## src/rtl/wavefront_aligner.sv

```systemverilog
`timescale 1ns/1ps
module wavefront_aligner #(
  parameter int NPE = 8,
  parameter int CHW = 2,
  parameter int SW  = 12,
  parameter int PW  = 4,
  parameter int JW  = 6,
  localparam int RW = $clog2(NPE + 1),
  localparam int IW = (NPE > 1) ? $clog2(NPE) : 1
) (
  input  logic                 clk,
  input  logic                 rst_n,
  input  logic                 a_we,
  input  logic [IW-1:0]        a_idx,
  input  logic [CHW-1:0]       a_chr,
  input  logic                 start,
  input  logic [1:0]           mode,
  input  logic [RW-1:0]        a_len,
  input  logic [PW-1:0]        match_sc,
  input  logic [PW-1:0]        mis_pen,
  input  logic [PW-1:0]        gap_pen,
  input  logic                 b_valid,
  input  logic [CHW-1:0]       b_chr,
  input  logic                 b_last,
  output logic                 done,
  output logic signed [SW-1:0] best_score,
  output logic [RW-1:0]        best_row,
  output logic [JW-1:0]        best_col
);
  localparam logic [1:0] M_GLB = 2'd0, M_LOC = 2'd1, M_SEMI = 2'd2;

  logic [CHW-1:0] a_q [NPE];
  logic [1:0]     mode_q;
  logic [RW-1:0]  alen_q;
  logic [PW-1:0]  ms_q, mx_q, gp_q;
  logic [JW-1:0]  col_cnt;
  logic           have, have_n, fin;

  logic                 v [NPE];
  logic                 l [NPE];
  logic [CHW-1:0]       c [NPE];
  logic [JW-1:0]        j [NPE];
  logic signed [SW-1:0] h [NPE], d [NPE], hn [NPE], upv [NPE];
  logic signed [SW-1:0] bs_n;
  logic [RW-1:0]        br_n;
  logic [JW-1:0]        bc_n;

  wire signed [SW-1:0] ms_s = {{(SW-PW){1'b0}}, ms_q};
  wire signed [SW-1:0] mx_s = {{(SW-PW){1'b0}}, mx_q};
  wire signed [SW-1:0] gp_s = {{(SW-PW){1'b0}}, gp_q};
  wire                 glb  = (mode_q == M_GLB);

  function automatic logic signed [SW-1:0] bnd(input int k, input logic g, input logic [PW-1:0] p);
    return g ? SW'(-(k * int'(p))) : '0;
  endfunction

  always_ff @(posedge clk)
    if (a_we) a_q[a_idx] <= a_chr;

  always_comb begin
    for (int i = 0; i < NPE; i++) begin
      logic signed [SW-1:0] lf, dg, sc, t;
      upv[i] = (i == 0) ? bnd(int'(j[i]), glb, gp_q) : h[(i == 0) ? 0 : i - 1];
      lf = (j[i] == JW'(1)) ? bnd(i + 1, glb, gp_q) : h[i];
      dg = (j[i] == JW'(1)) ? bnd(i, glb, gp_q) : d[i];
      sc = dg + ((a_q[i] == c[i]) ? ms_s : -mx_s);
      t  = ((upv[i] > lf) ? upv[i] : lf) - gp_s;
      hn[i] = (sc > t) ? sc : t;
      if (mode_q == M_LOC && hn[i][SW-1]) hn[i] = '0;
    end
  end

  always_comb begin
    bs_n = best_score; br_n = best_row; bc_n = best_col; have_n = have; fin = 1'b0;
    for (int i = 0; i < NPE; i++) begin
      logic lr, el;
      lr = (i == int'(alen_q) - 1);
      case (mode_q)
        M_LOC:   el = 1'b1;
        M_SEMI:  el = lr || l[i];
        default: el = lr && l[i];
      endcase
      if (v[i] && i < int'(alen_q) && el && (!have_n || hn[i] > bs_n)) begin
        bs_n = hn[i]; br_n = RW'(i + 1); bc_n = j[i]; have_n = 1'b1;
      end
      if (v[i] && l[i] && lr) fin = 1'b1;
    end
  end

  always_ff @(posedge clk or negedge rst_n) begin
    if (!rst_n) begin
      done <= 1'b0; have <= 1'b0; best_score <= '0; best_row <= '0; best_col <= '0;
      col_cnt <= '0; mode_q <= M_GLB; alen_q <= RW'(1); ms_q <= '0; mx_q <= '0; gp_q <= '0;
      for (int i = 0; i < NPE; i++) begin
        v[i] <= 1'b0; l[i] <= 1'b0; c[i] <= '0; j[i] <= '0; h[i] <= '0; d[i] <= '0;
      end
    end else if (start) begin
      mode_q <= mode; alen_q <= a_len; ms_q <= match_sc; mx_q <= mis_pen; gp_q <= gap_pen;
      done <= 1'b0; have <= 1'b0; col_cnt <= '0;
      for (int i = 0; i < NPE; i++) v[i] <= 1'b0;
    end else begin
      v[0] <= b_valid; c[0] <= b_chr; l[0] <= b_last; j[0] <= col_cnt + JW'(1);
      if (b_valid) col_cnt <= col_cnt + JW'(1);
      for (int i = 1; i < NPE; i++) begin
        v[i] <= v[i-1]; c[i] <= c[i-1]; l[i] <= l[i-1]; j[i] <= j[i-1];
      end
      for (int i = 0; i < NPE; i++)
        if (v[i]) begin h[i] <= hn[i]; d[i] <= upv[i]; end
      best_score <= bs_n; best_row <= br_n; best_col <= bc_n; have <= have_n;
      if (fin) done <= 1'b1;
    end
  end
endmodule

```

## config.mk

```make
export PLATFORM = sky130hd
export DESIGN_NAME = wavefront_aligner
export DESIGN_NICKNAME = d
export VERILOG_FILES = /design/src/rtl/wavefront_aligner.sv
export SDC_FILE = /design/constraint.sdc
export NUM_CORES = 2
export LEC_CHECK = 0
export BUFFER_PORTS_ARGS = -buffer_cell sky130_fd_sc_hd__buf_2
export CAP_MARGIN = 20
export CORE_MARGIN = 4
export CORE_UTILIZATION = 30
export DETAILED_ROUTE_END_ITERATION = 10
export GPL_ROUTABILITY_DRIVEN = 0
export PLACE_DENSITY = 0.45
export SETUP_SLACK_MARGIN = 0.02
export SLEW_MARGIN = 20
export SYNTH_ARGS = -nofsm -noshare
export SYNTH_HDL_FRONTEND = slang
export SYNTH_SLANG_ARGS = --single-unit
export TNS_END_PERCENT = 50
```

## constraint.sdc

```tcl
create_clock -name clk -period 39.7 [get_ports clk]
set_input_delay 1.985 -clock clk [delete_from_list [all_inputs] [get_ports clk]]
set_output_delay 1.985 -clock clk [all_outputs]
set_load 0.005 [all_outputs]
```

==> run_results.csv <==
group,metric,value,unit
floorplan,ioPinCount,54,
sta,final_max_slew_viol_count,0,
route,first_iter_violations,2860,
cts,cts_resized,0,
logic_synthesis,synth_common_cells,"464 x ha_1, 440 x nand2_1, 416 x nor2_1",
sta,max_freq,31.86,MHz
route,wl_per_cell,24.98,um
route,vias_per_cell,5.532,
cts,cts_root_buffer,"clkbuf_16",
critical_path,slowest_stage,"dfrtp_1",
route,via_count,33700,
cts,clk_pin_slew_worst_paths,60,ps
cts,cts.htree.levels,2,
grt,gr-usage-met3,2.806,%
logic_synthesis,avgSynthCellArea,8.225,um^2
critical_path,crit_top_cell,"o21a_1",
place,portBuffers,53,
logic_synthesis,syn_area,0.03638,mm^2
logic_synthesis,synth-edff-count,16,
floorplan,die_h,356.2,um
critical_path,r2r_start,"gp_q[2]$_DFFE_PN0P_",
sta,clock_skew,45.23,ps
critical_path,cp-end-kind,"flop",
run_status,outcome,"finished clean",
sta,min_period_over_period,79.07,%
logic_synthesis,ys_warn_count,0,
floorplan,std_cell_rows,127,
grt,grt_pass1_vias,32573,
sta,hold_violations,0,
route,drt_wl_total,152100,um
sta,setup-tns-final,0,ps
floorplan,die_w,356.2,um
grt,grt_max_degree,99,
cts,cts_num_sinks,336,
cts,clock_latency,650,ps
cells_and_area,nNetsFinal,4964,
cells_and_area,drive_gt1_share,12.17,%
logic_synthesis,synth_most_common_cell,"ha_1",
grt,grt_pass1_wl,223200,um
logic_synthesis,synth_cell_types,106,
sta,rsz0062_at_grt,"false",
logic_synthesis,ys_seq_elements,336,
critical_path,critPathMaxFanout,36,
critical_path,crit_required,40270,ps
sta,relSlewSlack,17.41,%
cts,cts_buffers,47,
route,post-route-drc-count,0,
critical_path,endpoint,"best_col[3]$_DFFE_PN0P_",
logic_synthesis,synth_area_leaders,"dfrtp_1 22%, ha_1 16%, mux2_2 7.0%, o21ai_0 4.7%, nand2_1 4.5%",
sta,finalSetupViolations,0,
critical_path,r2r_cells,120,
logic_synthesis,synth_ff_type,"dfrtp_1",
cts,cts_buffer_depth,3,
cts,cts_setup_buffers,0,
route,drtAntennaViolNets,0,
sta,tightest_slew,1231,ps
grt,overflow,0,
route,dr.pass1.iters,7,
cells_and_area,seqCellArea,0.008492,mm^2
flow_run,drv_cap,0,
logic_synthesis,synth-async-reset-ratio,95.24,%
logic_synthesis,synth_cells,4423,
cells_and_area,syn_to_final_growth,11.25,%
floorplan,coreArea,0.1201,mm^2
logic_synthesis,yosysTopAreaCell,"dfrtp_1",
cells_and_area,multi_input_area,0.02634,mm^2
logic_synthesis,seq_area_frac_synth,23.33,%
critical_path,worstReg2RegEnd,"best_col[3]$_DFFE_PN0P_",
critical_path,cpPeakStageDelay,920,ps
critical_path,cp-startpoint,"gp_q[2]$_DFFE_PN0P_",
cells_and_area,fillers,12943,
logic_synthesis,synth_top_area_share,21.94,%
critical_path,arrival,31960,ps
grt,grt_util_all_layers,23.46,%
grt,grt_use_met2,36.89,%
place,dpl.hpwl,119100,um
grt,grt-busiest-layer,"met2",
floorplan,fp.dieArea,0.1269,mm^2
critical_path,critPathKind,"flop to flop",
cts,hold_buffers,0,
critical_path,start_kind,"flop",
sta,period_minus_slack,31390,ps
critical_path,regToRegSetupSlack,8310,ps
floorplan,start_util,30.28,%
grt,grt_use_met1,32.21,%
logic_synthesis,syn_nets,4948,
min_path,hold_class,"flop to flop",
cts,cts_tree,"built",
grt,antenna_found_initial,15,
==> layer usage <==
| metal | up-vias | routed length, um |
|---|---|---|
| met3 | 263 | 8668 |
| li1 | 16061 | - |
| met5 | - | 47 |
| met2 | 1034 | 66600 |
| met4 | 6 | 7883 |
| met1 | 16336 | 68950 |
==> critical path, delay by kind of cell (launching register included) <==
kind,cells,cell delay (ps)
fa+ha+maj,16,5340
buf+inv,5,1440
xor+xnor,1,150
flops,1,920
simple gates,34,8210
mux,2,640
compound gates,62,14540
==> layout make-up <==
cell class | count | area share (%)
multi-input cells | 3648 | 65.08
diodes | 2 | 0.01237
well taps | 1612 | 4.983
clock buffers | 52 | 3.002
inverters | 253 | 2.346
clock inverters | 36 | 1.057
flip-flops and latches | 336 | 20.98
repair buffers | 153 | 2.541
==> how the worst min path moves through the flow <==
stage,startpoint,endpoint,slack (ps),depth (start not counted)
3_3_place_gp,d[92]$_DFFE_PN0P_,d[92]$_DFFE_PN0P_,460,2
3_5_place_dp,h[0]$_DFFE_PN0P_,h[0]$_DFFE_PN0P_,460,2
4_1_cts,h[0]$_DFFE_PN0P_,h[0]$_DFFE_PN0P_,480,2
2_1_floorplan,d[12]$_DFFE_PN0P_,d[12]$_DFFE_PN0P_,440,2
6_report,d[88]$_DFFE_PN0P_,d[88]$_DFFE_PN0P_,480,2
5_1_grt,d[68]$_DFFE_PN0P_,d[68]$_DFFE_PN0P_,500,2
==> metrics by stage <==
step                      util (%)  cells  setup slack [ps]  hold slack, ps  area [um^2]
after floorplan                  -   4423             11360           441.8        36380
after global placement       32.31   6002              9316           456.4        38820
after detailed placement     32.31   6002              9062           463.7        38820
after CTS                    33.68   6090              8972           477.7        40460
after global routing         33.69   6090              6225           499.7        40470
final                        33.69   6092              8308           477.9        40470
==> cells in the final DEF (no fill, tap or decap), types with 72 or more instances in the layout <==
cell,Yosys,final
inv_1,251,251
o21a_1,86,86
xor2_1,87,87
nor3_1,110,110
buf_4,1,101
ha_1,464,461
a21o_1,113,113
nand3_1,74,74
xnor2_1,133,133
nand2_1,440,440
dfrtp_1,319,317
o21ai_0,344,342
mux2_2,225,225
nor2b_1,72,72
a21oi_1,253,253
nor2_1,416,416
==> cells by family after synthesis <==
| logic type | count (synthesis) | synth area share [%] |
|---|---|---|
| mux | 277 | 8.422 |
| buf+inv | 439 | 4.588 |
| simple gates | 1436 | 18.74 |
| flops | 336 | 23.33 |
| compound gates | 1218 | 21.79 |
| xor+xnor | 223 | 5.510 |
| fa+ha+maj | 494 | 17.61 |
==> flip-flops by register name, indices dropped and copies added, names as in the netlist <==
register,cells
ms_q,4
mx_q,4
h,96
gp_q,4
best_score,12
best_col,6
mode_q,2
best_row,4
col_cnt,6
d,96
l,8
j,48
v,8
a_q,16
alen_q,4
have,1
done,1
c,16
Power is left out: the tool's default activity adds up to more than one toggle a clock period on the data nets, which glitch-free logic cannot reach.
